### src/rtl/evs_pkg.sv
package evs_pkg;
  localparam int STATE_W = 3;

  typedef enum logic [STATE_W-1:0] {
    ST_EMPTY = 3'd0,
    ST_CLONE = 3'd1,
    ST_ORIG  = 3'd2,
    ST_EXCL  = 3'd3,
    ST_LEAVE = 3'd4
  } wayState_e;

  typedef struct packed {
    logic pickInject;
    logic pickProactive;
    logic parkInject;
    logic sendOnward;
    logic touch;
  } evsStrobe_t;
endpackage

### src/rtl/evs_age_matrix.sv
module evs_age_matrix #(
  parameter int NUM_WAYS = 4,
  parameter int NUM_SETS = 8,
  localparam int WAY_W = $clog2(NUM_WAYS),
  localparam int SET_W = $clog2(NUM_SETS)
) (
  input  logic                               clk,
  input  logic                               rstN,
  input  logic                               touchEn,
  input  logic [SET_W-1:0]                   touchSet,
  input  logic [WAY_W-1:0]                   touchWay,
  input  logic [SET_W-1:0]                   rdSet,
  output logic [NUM_WAYS-1:0][NUM_WAYS-1:0]  olderRow
);
  logic [NUM_WAYS-1:0][NUM_WAYS-1:0] ageAll [NUM_SETS];

  for (genvar s = 0; s < NUM_SETS; s++) begin : g_set
    logic [NUM_WAYS-1:0][NUM_WAYS-1:0] ageQ;
    logic hitSet;
    assign hitSet = touchEn && (touchSet == SET_W'(s));

    always_ff @(posedge clk or negedge rstN) begin
      if (!rstN) begin
        for (int i = 0; i < NUM_WAYS; i++)
          for (int j = 0; j < NUM_WAYS; j++)
            ageQ[i][j] <= (i < j);
      end else if (hitSet) begin
        for (int i = 0; i < NUM_WAYS; i++)
          for (int j = 0; j < NUM_WAYS; j++) begin
            if (touchWay == WAY_W'(i))      ageQ[i][j] <= 1'b0;
            else if (touchWay == WAY_W'(j)) ageQ[i][j] <= 1'b1;
          end
      end
    end

    assign ageAll[s] = ageQ;
  end

  assign olderRow = ageAll[rdSet];
endmodule

### src/rtl/evs_datapath.sv
module evs_datapath
  import evs_pkg::*;
#(
  parameter int NUM_WAYS = 4,
  parameter int NUM_SETS = 8,
  localparam int WAY_W = $clog2(NUM_WAYS),
  localparam int SET_W = $clog2(NUM_SETS),
  localparam int CNT_W = $clog2(NUM_WAYS + 1)
) (
  input  logic                        clk,
  input  logic                        rstN,
  input  evsStrobe_t                  strobe,
  input  logic [SET_W-1:0]            setIdx,
  input  logic [NUM_WAYS*STATE_W-1:0] wayStates,
  input  logic [SET_W-1:0]            touchSet,
  input  logic [WAY_W-1:0]            touchWay,
  input  logic [CNT_W-1:0]            fullThresh,
  output logic                        occHit,
  output logic                        anyInjCand,
  output logic                        anyProCand,
  output logic                        victimValid,
  output logic [WAY_W-1:0]            victimWay,
  output logic                        proactiveEvict,
  output logic                        noVictim,
  output logic                        holdInject,
  output logic                        forwardInject
);
  logic [NUM_WAYS-1:0][NUM_WAYS-1:0] olderRow;
  logic [NUM_WAYS-1:0] isEmpty, isClone, isOrig, isExcl;
  logic [CNT_W-1:0]    occCnt;
  logic [WAY_W-1:0]    emptyIdx, cloneIdx, origIdx, lruIdx, injPick, proPick;
  logic anyEmpty, anyClone, anyOrig, anyExcl;

  evs_age_matrix #(.NUM_WAYS(NUM_WAYS), .NUM_SETS(NUM_SETS)) u_age (
    .clk      (clk),
    .rstN     (rstN),
    .touchEn  (strobe.touch),
    .touchSet (touchSet),
    .touchWay (touchWay),
    .rdSet    (setIdx),
    .olderRow (olderRow)
  );

  for (genvar w = 0; w < NUM_WAYS; w++) begin : g_decode
    logic [STATE_W-1:0] code;
    assign code       = wayStates[w*STATE_W +: STATE_W];
    assign isEmpty[w] = (code == ST_EMPTY);
    assign isClone[w] = (code == ST_CLONE);
    assign isOrig[w]  = (code == ST_ORIG);
    assign isExcl[w]  = (code == ST_EXCL);
  end

  assign anyEmpty = |isEmpty;
  assign anyClone = |isClone;
  assign anyOrig  = |isOrig;
  assign anyExcl  = |isExcl;

  always_comb begin
    occCnt = '0;
    for (int w = 0; w < NUM_WAYS; w++)
      if (!isEmpty[w]) occCnt = occCnt + CNT_W'(1);
  end

  always_comb begin
    emptyIdx = '0;
    cloneIdx = '0;
    origIdx  = '0;
    for (int w = NUM_WAYS - 1; w >= 0; w--) begin
      if (isEmpty[w]) emptyIdx = WAY_W'(w);
      if (isClone[w]) cloneIdx = WAY_W'(w);
      if (isOrig[w])  origIdx  = WAY_W'(w);
    end
  end

  always_comb begin
    logic oldest;
    lruIdx = '0;
    for (int w = 0; w < NUM_WAYS; w++) begin
      oldest = isExcl[w];
      for (int j = 0; j < NUM_WAYS; j++)
        if (j != w && isExcl[j] && !olderRow[w][j]) oldest = 1'b0;
      if (oldest) lruIdx = WAY_W'(w);
    end
  end

  always_comb begin
    if (anyClone)     proPick = cloneIdx;
    else if (anyOrig) proPick = origIdx;
    else              proPick = lruIdx;
    injPick = anyEmpty ? emptyIdx : proPick;
  end

  assign anyProCand = anyClone | anyOrig | anyExcl;
  assign anyInjCand = anyEmpty | anyProCand;
  assign occHit     = (fullThresh != '0) && (occCnt >= fullThresh);

  always_ff @(posedge clk or negedge rstN) begin
    if (!rstN) begin
      victimValid    <= 1'b0;
      victimWay      <= '0;
      proactiveEvict <= 1'b0;
      noVictim       <= 1'b0;
      holdInject     <= 1'b0;
      forwardInject  <= 1'b0;
    end else begin
      victimValid    <= strobe.pickInject | strobe.pickProactive;
      proactiveEvict <= strobe.pickProactive;
      noVictim       <= strobe.parkInject | strobe.sendOnward;
      holdInject     <= strobe.parkInject;
      forwardInject  <= strobe.sendOnward;
      if (strobe.pickInject)         victimWay <= injPick;
      else if (strobe.pickProactive) victimWay <= proPick;
    end
  end
endmodule

### src/rtl/evs_control.sv
module evs_control
  import evs_pkg::*;
(
  input  logic       injectReq,
  input  logic       ctrlIdle,
  input  logic       touchValid,
  input  logic       waitBufFull,
  input  logic       occHit,
  input  logic       anyInjCand,
  input  logic       anyProCand,
  output evsStrobe_t strobe
);
  always_comb begin
    strobe               = '0;
    strobe.touch         = touchValid;
    strobe.pickInject    = injectReq && anyInjCand;
    strobe.parkInject    = injectReq && !anyInjCand && !waitBufFull;
    strobe.sendOnward    = injectReq && !anyInjCand && waitBufFull;
    strobe.pickProactive = !injectReq && ctrlIdle && occHit && anyProCand;
  end
endmodule

### src/rtl/evict_victim_sel.sv
module evict_victim_sel
  import evs_pkg::*;
#(
  parameter int NUM_WAYS = 4,
  parameter int NUM_SETS = 8,
  localparam int WAY_W = $clog2(NUM_WAYS),
  localparam int SET_W = $clog2(NUM_SETS),
  localparam int CNT_W = $clog2(NUM_WAYS + 1)
) (
  input  logic                        clk,
  input  logic                        rstN,
  input  logic [SET_W-1:0]            setIdx,
  input  logic [NUM_WAYS*3-1:0]       wayStates,
  input  logic                        touchValid,
  input  logic [SET_W-1:0]            touchSet,
  input  logic [WAY_W-1:0]            touchWay,
  input  logic                        injectReq,
  input  logic                        ctrlIdle,
  input  logic [CNT_W-1:0]            fullThresh,
  input  logic                        waitBufFull,
  output logic                        victimValid,
  output logic [WAY_W-1:0]            victimWay,
  output logic                        proactiveEvict,
  output logic                        noVictim,
  output logic                        holdInject,
  output logic                        forwardInject
);
  evsStrobe_t strobe;
  logic occHit, anyInjCand, anyProCand;

  evs_control u_ctrl (
    .injectReq   (injectReq),
    .ctrlIdle    (ctrlIdle),
    .touchValid  (touchValid),
    .waitBufFull (waitBufFull),
    .occHit      (occHit),
    .anyInjCand  (anyInjCand),
    .anyProCand  (anyProCand),
    .strobe      (strobe)
  );

  evs_datapath #(.NUM_WAYS(NUM_WAYS), .NUM_SETS(NUM_SETS)) u_dp (
    .clk            (clk),
    .rstN           (rstN),
    .strobe         (strobe),
    .setIdx         (setIdx),
    .wayStates      (wayStates),
    .touchSet       (touchSet),
    .touchWay       (touchWay),
    .fullThresh     (fullThresh),
    .occHit         (occHit),
    .anyInjCand     (anyInjCand),
    .anyProCand     (anyProCand),
    .victimValid    (victimValid),
    .victimWay      (victimWay),
    .proactiveEvict (proactiveEvict),
    .noVictim       (noVictim),
    .holdInject     (holdInject),
    .forwardInject  (forwardInject)
  );
endmodule

### config.mk
export PLATFORM = sky130hd
export DESIGN_NAME = evict_victim_sel
export DESIGN_NICKNAME = d
export VERILOG_FILES = /design/src/rtl/evs_pkg.sv /design/src/rtl/evs_age_matrix.sv /design/src/rtl/evs_datapath.sv /design/src/rtl/evs_control.sv /design/src/rtl/evict_victim_sel.sv
export SDC_FILE = /design/constraint.sdc
export NUM_CORES = 1
export LEC_CHECK = 0
export BUFFER_PORTS_ARGS = -buffer_cell sky130_fd_sc_hd__buf_2
export CELL_PAD_IN_SITES_DETAIL_PLACEMENT = 0
export CELL_PAD_IN_SITES_GLOBAL_PLACEMENT = 1
export CORE_MARGIN = 4
export CORE_UTILIZATION = 47
export DETAILED_ROUTE_END_ITERATION = 6
export PLACE_DENSITY_LB_ADDON = 0.1
export SYNTH_ARGS = -nofsm -noshare
export SYNTH_HDL_FRONTEND = slang
export SYNTH_SLANG_ARGS = --single-unit
### constraint.sdc
create_clock -name clk -period 2.16 [get_ports clk]
set_clock_uncertainty 0.15 [all_clocks]
set_input_delay 0.324 -clock clk [delete_from_list [all_inputs] [get_ports clk]]
set_output_delay 0.324 -clock clk [all_outputs]
set_load 0.02 [all_outputs]
==> qor.txt, run 1 <==
===============================================================================================
Run status                                                                         finished with violations
Violations in the final reports                                                    negative setup slack
Total number of clock tree sinks                                                             79
DR vias/cell                                                                               5.67
Post-synthesis instance total                                                               422
Total Wirelength                                                                       10300 µm
R2r endpoint                                                                       u_dp.victimWay[1]
Share of async-settable or async-resettable flops after synthesis                          100%
Final net count                                                                             529
Fill count                                                                                  755
Global routing usage on met3                                                              3.92%
Standard-cell row count                                                                      34
R2r startpoint                                                                     u_dp.u_age.ageAll[9]
Post-synthesis cell type count                                                               46
Pre-Repair DR Iteration Count                                                                 4
Max-slew headroom at the worst pin                                                        60.0%
Fraction of power spent switching nets                                                    28.6%
Relative area change from synthesis to final layout                                       23.5%
Portion of total power attributed to the clock network                                    25.5%
N_diodes                                                                                      0
Die H                                                                                    103 µm
Startpoint Class                                                                     input port
Number of failing hold endpoints at the final stage                                           0
Shortest period the worst path allows                                                   2.79 ns
Sequential share of power                                                                 49.8%
Family with the most delay on the worst path                                        adder cells
Total of warnings raised by yosys                                                             0
Hold/Removal Path Class                                                               in -> reg
Number of cells traversed by the worst register-to-register path                              6
Total vias in the final route                                                              3411
Cell Chain, Critical Path                                                          buf_6 -> nor3_4 -> ha_4 -> xnor2_2 -> ha_1 -> mux2_4 -> ha_4 -> a211oi_2 -> or3_4 -> a211oi_4 -> o2111ai_2 -> o2111a_1
Clock Latency Late Sink                                                                 0.35 ns
CTS H-Tree Depth                                                                              3
GR Overflow Total                                                                             0
Number of flops mapped to enable cells by yosys                                               0
Worst Setup End Kind                                                                       flop
Fraction of layout instances using a drive strength above 1                               32.0%
Part of the total power dissipated in combinational logic                                 24.7%
Setup-failing EPs final                                                                       4
Total die area                                                                        10500 µm²
Global-route wire length before repair                                                 17100 µm
Cell types with the highest counts after synthesis                                 sky130_fd_sc_hd__a21oi_1, sky130_fd_sc_hd__dfrtp_1, sky130_fd_sc_hd__nor2_1
Initial antenna violation count                                                               1
Final period util                                                                          129%
Hold Crit Endpoint                                                                 u_dp.u_age.ageAll[28]
Hold path startpoint                                                                touchSet[2]
Vias in the first global route                                                             3431
Post-synthesis sequential element count                                                      79
Num ports                                                                                    36
Area share of the leading cell type in the synthesized netlist                            32.7%
Post-route antenna net violation count                                                        0
Post-synthesis sequential area ratio                                                      47.7%
Crit path required time                                                                 2.25 ns
TritonCTS buffer count                                                                        9
Layer with the highest usage                                                               met2
Residual DRC                                                                                  0
Largest fanout on the critical path                                                           2
Clock input transition at the sequential cells of the worst setup and hold paths        0.08 ns
Slack of the worst reg-to-reg path                                                      0.05 ns
Number of nets in the synthesized netlist                                                   462
GP Congestion                                                                             0.799
Placeable core area                                                                    8720 µm²
Clock tree from TritonCTS                                                                 built
Largest net degree at the start of global routing                                            48
Clk Tree Root Cell                                                                 sky130_fd_sc_hd__clkbuf_8
Peak per-stage delay on the critical path                                               0.35 ns
Wire per inst                                                                           17.1 µm
Worst Setup Slack post-DPL                                                             -1.04 ns
DRT iter0 DRCs                                                                              186
Worst endpoint data arrival time                                                        2.88 ns
Static leakage                                                                          2.23 nW
Power per standard cell area                                                         805 nW/µm²
Crit path buf inv count                                                                       1
Peak clock frequency supported by timing                                              0.358 GHz
Die W                                                                                    103 µm
Global routing usage summed across all routing layers                                     21.0%
Least setup slack across all paths after layout                                       -0.635 ns
Cell type contributing the most total cell area after synthesis                    sky130_fd_sc_hd__dfrtp_1
Number of cells on the worst hold path                                                        3
Worst voltage drop across the vdd grid                                                 0.479 mV
GR met2 Demand/Resource                                                                   33.0%
Cell with the most instances after synthesis                                       sky130_fd_sc_hd__a21oi_1
Top FF cell, synth                                                                 sky130_fd_sc_hd__dfrtp_1
Mapped cell area                                                                       4210 µm²
Cell with the most instances on the worst path                                     sky130_fd_sc_hd__ha_4
Effective utilization at floorplan                                                        48.3%
Met1 track demand over resource                                                           29.8%
Number of port buffers                                                                       35
Max Buffers Root-to-Sink                                                                      2
Synth area leaders                                                                 sky130_fd_sc_hd__dfrtp_1, sky130_fd_sc_hd__dfstp_2, sky130_fd_sc_hd__a21oi_1, sky130_fd_sc_hd__mux4_2, sky130_fd_sc_hd__ha_1
Max Transition Viols Final                                                                    0
Post-synthesis area per instance                                                       9.98 µm²
RSZ-0062 raised after global routing                                                       true
Post-layout power                                                                       4.19 mW
Count of maximum capacitance violations                                                       0
Highest-delay cell along the critical path                                         sky130_fd_sc_hd__or3_4
Net load switching power                                                                1.20 mW
Post-DP HPWL                                                                            7250 µm
Tightest Pin Transition                                                                0.600 ns
Cell-internal power                                                                     2.99 mW
Category of the most critical setup path                                              in -> reg
===============================================================================================
==> layout by cell type, fill, tap and decap left out, drive strengths merged, types with 9 or more instances in the layout <==
cell type,synthesis,routed
o31ai,9,9
nor2,35,35
mux4,17,17
a21oi,121,121
o21ai,10,10
ha,11,11
clkbuf,28,13
nand2,14,14
dfstp,24,24
dfrtp,55,55
buf,4,86
nor3,9,9
inv,10,10
==> layout make-up <==
| cell class | count | area, µm² | share of cell area [%] |
|---|---|---|---|
| multi-input combinational | 301 | 2160 | 41.5 |
| tap | 108 | 135 | 2.60 |
| clock buffer | 13 | 149 | 2.86 |
| sequential | 79 | 2010 | 38.6 |
| timing repair buffer | 88 | 672 | 12.9 |
| inverter | 10 | 37.5 | 0.722 |
| clock inverter | 3 | 42.5 | 0.818 |
==> worst register-to-register path, delay by kind of cell (launching register included) <==
kind            cells  cell delay (ns)
compound gates      3             0.68
mux                 1             0.46
flops               1             0.39
simple gates        2             0.32
==> state kept, by name (all words and copies together), names as in the netlist <==
register and cells:
u_dp.holdInject 1, u_dp.noVictim 1, u_dp.proactiveEvict 1, u_dp.victimWay 2
u_dp.forwardInject 1, u_dp.victimValid 1, u_dp.u_age.ageAll 72
==> logic make-up after synthesis <==
| kind of cell | after synthesis | share of synthesized area [%] |
|---|---|---|
| flops | 79 | 47.7 |
| mux | 20 | 10.1 |
| buf+inv | 42 | 4.16 |
| xor+xnor | 5 | 1.04 |
| simple gates | 100 | 11.7 |
| fa+ha+maj | 11 | 3.27 |
| compound gates | 165 | 22.0 |
==> power by group through the flow <==
| stage | sequential, mW | combinational [mW] | clock [mW] |
|---|---|---|---|
| 3_3_place_gp | 2.10 | 0.974 | 0 |
| 3_5_place_dp | 2.11 | 1.01 | 0 |
| 2_1_floorplan | 2.07 | 0.687 | 0 |
| 6_report | 2.09 | 1.03 | 1.07 |
| 5_1_grt | 2.13 | 1.16 | 1.17 |
| 4_1_cts | 2.08 | 1.03 | 1.11 |
==> routing by layer <==
metal  vias up  share of wire (%)
met4         2                1.5
met5         -               0.13
met3        17                3.9
li1       1681                  -
met2        61                 48
met1      1650                 46
==> how the worst max path moves through the flow <==
stage | end | cells past startpoint | start
global route | u_dp.victimWay[0] | 12 | wayStates[1]
detailed placement | u_dp.victimWay[0] | 14 | wayStates[5]
global placement | u_dp.victimWay[0] | 12 | wayStates[5]
floorplan | u_dp.victimWay[0] | 13 | wayStates[7]
CTS | u_dp.victimWay[0] | 14 | wayStates[0]
finish | u_dp.victimWay[0] | 12 | wayStates[4]
==> timing repair <==
item / in CTS / in global routing
hold buffers: 2 / 0
pin swaps: 11 / 6
gates resized for setup: 12 / 6
buffers inserted: 5 / 1
endpoints found under the hold margin: 23 / 0
endpoints found under the setup margin: 4 / 4
==> through the flow <==
| step | cell area [µm²] | instances | util, % | hold slack [ns] | TNS (ns) |
|---|---|---|---|---|---|
| detailed placement | 4850 | 578 | 55.7 | 0.148 | -3.52 |
| finish | 5200 | 602 | 59.7 | 0.154 | -2.15 |
| global route | 5200 | 602 | 59.7 | 0.170 | -2.51 |
| CTS | 5160 | 601 | 59.2 | 0.131 | -1.78 |
| floorplan | 4300 | 422 | - | -0.122 | -2.33 |
| global placement | 4850 | 578 | 55.7 | 0.146 | -3.20 |
No activity file was read; power rests on OpenSTA's default activity.
==> inputs of run 2 (changes only) <==
CORE_UTILIZATION = 42   (was 47)
clock period = 2.4 ns   (was 2.16 ns; I/O delays follow)
==> qor.txt, run 2 (synthesis gave the netlist of run 1 again) <==
===============================================================================================
Post-layout power                                                                       3.79 mW   was 4.19 mW
Initial antenna violation count                                                               0   was 1
Final core utilization                                                                    53.5%   was 59.7%
Max Transition Viols Final                                                                    0   unchanged
Layer with the highest usage                                                               met2   unchanged
Setup-failing EPs final                                                                       4   unchanged
Max Buffers Root-to-Sink                                                                      2   unchanged
Family with the most delay on the worst path                                        adder cells   unchanged
Number of cells traversed by the worst register-to-register path                              6   unchanged
Worst Setup End Kind                                                                       flop   unchanged
Final net count                                                                             529   unchanged
Power per standard cell area                                                         725 nW/µm²   was 805 nW/µm²
Total die area                                                                        11700 µm²   was 10500 µm²
Post-DP HPWL                                                                            7320 µm   was 7250 µm
Run status                                                                         finished with violations   unchanged
DR vias/cell                                                                               5.45   was 5.67
Effective utilization at floorplan                                                        43.1%   was 48.3%
Cell area reported after detailed placement                                            4870 µm²   was 4850 µm²
Cell Chain, Critical Path                                                          buf_6 -> nor3_4 -> buf_6 -> ha_4 -> xnor2_2 -> ha_1 -> mux2_4 -> ha_4 -> a211oi_2 -> or3_4 -> a211oi_4 -> o2111ai_1 -> o2111a_1   was buf_6 -> nor3_4 -> ha_4 -> xnor2_2 -> ha_1 -> mux2_4 -> ha_4 -> a211oi_2 -> or3_4 -> a211oi_4 -> o2111ai_2 -> o2111a_1
Crit path required time                                                                 2.50 ns   was 2.25 ns
Portion of total power attributed to the clock network                                    26.0%   was 25.5%
Startpoint Class                                                                     input port   unchanged
Count of maximum capacitance violations                                                       0   unchanged
Largest fanout on the critical path                                                           3   was 2
Max-slew headroom at the worst pin                                                        56.5%   was 60.0%
Shortest period the worst path allows                                                   2.76 ns
Top library cells by usage in the layout, fill and taps aside                      sky130_fd_sc_hd__a21oi_1, sky130_fd_sc_hd__dfrtp_1, sky130_fd_sc_hd__buf_4   unchanged
Fill count                                                                                  920   was 755
GR Overflow Total                                                                             0   unchanged
Total vias in the final route                                                              3418   was 3411
Largest net degree at the start of global routing                                            49   was 48
Placeable core area                                                                    9770 µm²   was 8720 µm²
Pre-Repair DR Iteration Count                                                                 4   unchanged
Levels on crit path                                                                          13   was 12
DRT iter0 DRCs                                                                              167   was 186
Count of non-filler cells in the finished layout                                            627   was 602
Peak clock frequency supported by timing                                              0.362 GHz
Hold/Removal Path Class                                                               in -> reg   unchanged
Fraction of layout instances using a drive strength above 1                               32.0%   unchanged
Least setup slack across all paths after layout                                       -0.360 ns   was -0.635 ns
GR met2 Demand/Resource                                                                   30.3%   was 33.0%
Number of failing hold endpoints at the final stage                                           0   unchanged
Final period util                                                                          115%
Post-placement cell count                                                                   603   was 578
Flip-flop count of the largest register after layout                                         72   unchanged
Crit path buf inv count                                                                       2   was 1
Post-layout instance area                                                              5230 µm²   was 5200 µm²
Fraction of power spent switching nets                                                    29.6%   was 28.6%
Total number of clock tree sinks                                                             79   unchanged
Standard-cell row count                                                                      36   was 34
Peak per-stage delay on the critical path                                               0.40 ns   was 0.35 ns
CTS H-Tree Depth                                                                              3   unchanged
Worst voltage drop across the vdd grid                                                 0.436 mV   was 0.479 mV
Highest-delay cell along the critical path                                         sky130_fd_sc_hd__or3_4   unchanged
Number of cells on the worst hold path                                                        3   unchanged
Sequential share of power                                                                 49.4%   was 49.8%
Global-route wire length before repair                                                 17700 µm   was 17100 µm
Part of the total power dissipated in combinational logic                                 24.5%   was 24.7%
Violations in the final reports                                                    negative setup slack   unchanged
Cell-internal power                                                                     2.67 mW   was 2.99 mW
Static leakage                                                                          2.23 nW   about the same
Number of port buffers                                                                       35   unchanged
Global routing usage on met3                                                              4.12%   was 3.92%
Post-route antenna net violation count                                                        0   unchanged
Vias in the first global route                                                             3462   was 3431
Clock input transition at the sequential cells of the worst setup and hold paths        0.08 ns   about the same
Category of the most critical setup path                                              in -> reg   unchanged
Worst endpoint data arrival time                                                        2.86 ns   was 2.88 ns
Worst hold slack after final layout                                                    0.179 ns   was 0.154 ns
Clock tree from TritonCTS                                                                 built   unchanged
RSZ-0062 raised after global routing                                                       true   unchanged
Most common cell after layout, fill and taps aside                                 sky130_fd_sc_hd__a21oi_1   unchanged
Total Wirelength                                                                       10500 µm   was 10300 µm
TritonCTS buffer count                                                                        9   unchanged
Net load switching power                                                                1.12 mW   was 1.20 mW
Residual DRC                                                                                  0   unchanged
Clock Latency Late Sink                                                                 0.36 ns   was 0.35 ns
Tightest Pin Transition                                                                0.652 ns   was 0.600 ns
Relative area change from synthesis to final layout                                       24.1%   was 23.5%
Clk Tree Root Cell                                                                 sky130_fd_sc_hd__clkbuf_8   unchanged
Die W                                                                                    108 µm   was 103 µm
N_diodes                                                                                      0   unchanged
GP Congestion                                                                             0.803   was 0.799
Met1 track demand over resource                                                           28.0%   was 29.8%
Num ports                                                                                    36   unchanged
Die H                                                                                    108 µm   was 103 µm
Global routing usage summed across all routing layers                                     19.6%   was 21.0%
Wire per inst                                                                           16.7 µm   was 17.1 µm
===============================================================================================
run 2: cell count changes in the layout (fill, tap and decap cells not counted):
cell / delta
sky130_fd_sc_hd__inv_2: -1
sky130_fd_sc_hd__buf_6: +2
sky130_fd_sc_hd__o2111ai_1: +1
sky130_fd_sc_hd__clkinv_4: +2
sky130_fd_sc_hd__clkbuf_8: -1
sky130_fd_sc_hd__buf_12: -1
sky130_fd_sc_hd__inv_1: +1
sky130_fd_sc_hd__buf_4: -1
sky130_fd_sc_hd__inv_6: +1
sky130_fd_sc_hd__o2111ai_2: -1
sky130_fd_sc_hd__clkbuf_1: -2
run 2: final cells by class:
cell class	count	area (µm²)	area share, %
sequential	79	2010	38.4
clock buffer	10	128	2.44
inverter	10	37.5	0.718
tap	133	166	3.18
multi-input combinational	301	2150	41.2
timing repair buffer	88	667	12.8
clock inverter	6	68.8	1.32
run 2: worst register-to-register path, cell delays in order (launching register included):
cell and delay (ns):
sky130_fd_sc_hd__dfrtp_1 0.38, sky130_fd_sc_hd__mux4_1 0.54, sky130_fd_sc_hd__o22ai_1 0.19, sky130_fd_sc_hd__a211oi_1 0.12
sky130_fd_sc_hd__and2_1 0.17, sky130_fd_sc_hd__o31ai_1 0.31, sky130_fd_sc_hd__a2bb2oi_2 0.09
run 2: repair_timing:
action / CTS / global route
endpoints found under the hold margin: 24 / 0
pin swaps: 11 / 1
hold buffers: 2 / 0
setup endpoints to repair: 3 / 4
buffers inserted: 5 / 1
resized for setup: 14 / 6
run 2: stage by stage:
stage / setup TNS (ns) / setup slack [ns]
CTS: -0.801 / -0.344
detailed placement: -2.43 / -0.807
global placement: -2.28 / -0.742
finish: -0.936 / -0.360
global route: -1.26 / -0.462
floorplan: -1.51 / -0.586
run 2: worst paths after layout:
kind | start | end | slack [ns]
worst min register to register | u_dp.u_age.ageAll[92] | u_dp.u_age.ageAll[92] | 0.35
min in group asynchronous | rstN | u_dp.u_age.ageAll[76] | 0.33
worst max-delay path | wayStates[0] | u_dp.victimWay[0] | -0.36
worst max register to register | u_dp.u_age.ageAll[45] | u_dp.victimWay[1] | 0.36
max in group asynchronous | rstN | u_dp.u_age.ageAll[6] | 1.10
worst min-delay path | touchSet[2] | u_dp.u_age.ageAll[44] | 0.18
run 2: metal layers:
layer / vias up / part of all wire [%] / wire, µm
li1: 1688 / - / -
met1: 1668 / 48 / 5050
met2: 53 / 47 / 4900
met3: 9 / 3.8 / 401
met4: 0 / 1.4 / 144
met5: - / 0 / 0
run 2: power by group through the flow:
stage	sequential (mW)	combinational [mW]	clock, mW
finish	1.87	0.929	0.986
floorplan	1.86	0.618	0
CTS	1.87	0.932	1.03
detailed placement	1.89	0.910	0
global route	1.91	1.05	1.08
global placement	1.89	0.886	0
==> inputs of run 3 (changes only) <==
CORE_UTILIZATION = 45   (was 42)
SYNTH_HIERARCHICAL = 1   (was not set)
==> qor.txt, run 3 <==
===============================================================================================
Run status                                                                         finished with violations   unchanged
Violations in the final reports                                                    negative setup slack   unchanged
Placeable core area                                                                    9730 µm²   was 9770 µm²
Die H                                                                                    108 µm   about the same
Register cell area after layout                                                        2010 µm²   unchanged
Initial antenna violation count                                                               0   unchanged
Worst Setup End Kind                                                                       flop   unchanged
Crit path required time                                                                 2.49 ns   was 2.50 ns
Global routing usage summed across all routing layers                                     19.9%   was 19.6%
Post-synthesis instance total                                                               420   was 422
N_diodes                                                                                      0   unchanged
CTS H-Tree Depth                                                                              3   unchanged
Hold/Removal Path Class                                                               in -> reg   unchanged
Tightest Pin Transition                                                                0.615 ns   was 0.652 ns
Num ports                                                                                    36   unchanged
Least setup slack across all paths after layout                                       -0.412 ns   was -0.360 ns
Peak per-stage delay on the critical path                                               0.27 ns   was 0.40 ns
Total area of multi-input combinational cells                                          2330 µm²   was 2150 µm²
Post-DP HPWL                                                                            7570 µm   was 7320 µm
GP Congestion                                                                             0.777   was 0.803
Sum of negative setup slack                                                            -1.01 ns   was -0.936 ns
Shortest period the worst path allows                                                   2.81 ns   was 2.76 ns
Clock Latency Late Sink                                                                 0.37 ns   was 0.36 ns
Static leakage                                                                          2.38 nW   was 2.23 nW
Die W                                                                                    108 µm   about the same
Final core utilization                                                                    56.8%   was 53.5%
DR vias/cell                                                                               5.55   was 5.45
Setup-failing EPs final                                                                       3   was 4
Flip-flop count of the largest register after layout                                         72   unchanged
Clk Tree Root Cell                                                                 sky130_fd_sc_hd__clkbuf_8   unchanged
Total of warnings raised by yosys                                                             6   was 0
DRT iter0 DRCs                                                                              132   was 167
Cell Chain, Critical Path                                                          buf_8 -> nor3_4 -> buf_4 -> inv_2 -> ha_4 -> nand2_1 -> o21ai_2 -> ha_4 -> nand2_2 -> nand2_2 -> ha_4 -> a21o_1 -> a21oi_2 -> nor2_1 -> and4b_1 -> nor2_2 -> nor3_2 -> nand2_1 -> a21oi_2 -> a221o_1   was buf_6 -> nor3_4 -> buf_6 -> ha_4 -> xnor2_2 -> ha_1 -> mux2_4 -> ha_4 -> a211oi_2 -> or3_4 -> a211oi_4 -> o2111ai_1 -> o2111a_1
Category of the most critical setup path                                              in -> reg   unchanged
GR Overflow Total                                                                             0   unchanged
Post-route antenna net violation count                                                        0   unchanged
Peak clock frequency supported by timing                                              0.356 GHz   was 0.362 GHz
Routed metal-1 wirelength                                                               5230 µm   was 5050 µm
Total number of clock tree sinks                                                             79   unchanged
Total die area                                                                        11600 µm²   was 11700 µm²
Standard-cell row count                                                                      36   unchanged
Number of port buffers                                                                       35   unchanged
TritonCTS buffer count                                                                        9   unchanged
Clock tree from TritonCTS                                                                 built   unchanged
RSZ-0062 raised after global routing                                                       true   unchanged
Count of maximum capacitance violations                                                       0   unchanged
Largest fanout on the critical path                                                           3   unchanged
Clock input transition at the sequential cells of the worst setup and hold paths        0.08 ns   about the same
Effective utilization at floorplan                                                        46.1%   was 43.1%
Vias in the first global route                                                             3482   was 3462
Final net count                                                                             527   was 529
Global-route wire length before repair                                                 18100 µm   was 17700 µm
Largest net degree at the start of global routing                                            44   was 49
Residual DRC                                                                                  0   unchanged
Relative area change from synthesis to final layout                                       23.3%   was 24.1%
Worst endpoint data arrival time                                                        2.90 ns   was 2.86 ns
Wire per inst                                                                           17.3 µm   was 16.7 µm
Highest-delay cell along the critical path                                         sky130_fd_sc_hd__ha_4   was sky130_fd_sc_hd__or3_4
Number of failing hold endpoints at the final stage                                           0   unchanged
Number of nets in the synthesized netlist                                                   460   was 462
Post-layout power                                                                       4.00 mW   was 3.79 mW
Post-synthesis area per instance                                                       10.7 µm²   was 9.98 µm²
Post-placement cell count                                                                   604   was 603
Final period util                                                                          117%   was 115%
Max-slew headroom at the worst pin                                                        59.0%   was 56.5%
Total Wirelength                                                                       10800 µm   was 10500 µm
Max Buffers Root-to-Sink                                                                      2   unchanged
Top library cells by usage in the layout, fill and taps aside                      sky130_fd_sc_hd__a21oi_1, sky130_fd_sc_hd__buf_4, sky130_fd_sc_hd__dfrtp_1   was sky130_fd_sc_hd__a21oi_1, sky130_fd_sc_hd__dfrtp_1, sky130_fd_sc_hd__buf_4
Crit path buf inv count                                                                       3   was 2
Max Used Layer                                                                             met4   unchanged
Fill count                                                                                  902   was 920
Mapped cell area                                                                       4480 µm²   was 4210 µm²
Worst voltage drop across the vdd grid                                                 0.340 mV   was 0.436 mV
Cell with the most instances on the worst path                                     sky130_fd_sc_hd__ha_4
Total vias in the final route                                                              3469   was 3418
Power per standard cell area                                                         724 nW/µm²   was 725 nW/µm²
Count of non-filler cells in the finished layout                                            625   was 627
Max Transition Viols Final                                                                    0   unchanged
Wire length on met3                                                                      406 µm   was 401 µm
Fraction of layout instances using a drive strength above 1                               37.8%   was 32.0%
Family with the most delay on the worst path                                       simple AND/OR/NAND/NOR gates   was adder cells
Most common cell after layout, fill and taps aside                                 sky130_fd_sc_hd__a21oi_1   unchanged
Pre-Repair DR Iteration Count                                                                 6   was 4
Routed length on met2                                                                   5060 µm   was 4900 µm
Startpoint Class                                                                     input port   unchanged
===============================================================================================
-- run 3: path summary, 6_finish.rpt --
kind	slack [ns]	endpoint	from	cells past startpoint
worst max-delay path	-0.41	u_dp/victimWay[1]	wayStates[0]	20
worst min-delay path	0.03	u_dp/holdInject	waitBufFull	2
worst max register to register	-0.25	u_dp/victimWay[0]	u_dp/u_age/ageAll[107]	7
worst min register to register	0.35	u_dp/u_age/ageAll[54]	u_dp/u_age/ageAll[54]	2
max in group asynchronous	1.04	u_dp/u_age/ageAll[59]	rstN	3
min in group asynchronous	0.37	u_dp/u_age/ageAll[124]	rstN	2
-- run 3: timing repair --
item | CTS | global route
pin swaps | 5 | 15
setup endpoints to repair | 3 | 3
gates resized for setup | 7 | 13
buffers inserted | 1 | 3
hold buffers | 1 | 0
hold endpoints to repair | 33 | 0
-- run 3: per-stage QoR --
step	worst slack [ns]	hold WS [ns]	cell area, µm²
after floorplan	-0.569	-0.0856	4530
after global placement	-0.725	0.240	5150
after detailed placement	-0.793	0.239	5150
after CTS	-0.348	0.0214	5430
after global routing	-0.548	0.0262	5530
final	-0.412	0.0315	5530
-- run 3: worst reg2reg max path: stages (launching register included) --
cell	delay, ns
sky130_fd_sc_hd__dfstp_2	0.37
sky130_fd_sc_hd__mux4_1	0.51
sky130_fd_sc_hd__mux2_2	0.28
sky130_fd_sc_hd__nor4bb_1	0.34
sky130_fd_sc_hd__nor4_1	0.12
sky130_fd_sc_hd__o41a_1	0.43
sky130_fd_sc_hd__o221ai_1	0.22
sky130_fd_sc_hd__a22o_1	0.17
-- run 3: area by class of cell --
cell class                 count  area share, %
clock buffer                   9           2.24
clock inverter                 7           1.92
inverter                       9          0.611
multi-input combinational    285           42.1
sequential                    79           36.3
tap                          133           3.01
timing repair buffer         103           13.8
-- run 3: where the power goes --
group / internal (mW) / switching (mW) / leakage (nW)
Clock: 0.608 / 0.544 / 0.117
Combinational: 0.521 / 0.467 / 1.33
Sequential: 1.71 / 0.150 / 0.933
-- run 3: layer usage --
| metal | vias to the layer above | GRT usage (%) |
|---|---|---|
| met4 | 0 | 4.87 |
| met3 | 9 | 3.60 |
| met1 | 1685 | 28.9 |
| li1 | 1713 | - |
| met2 | 62 | 31.0 |
| met5 | - | 0 |
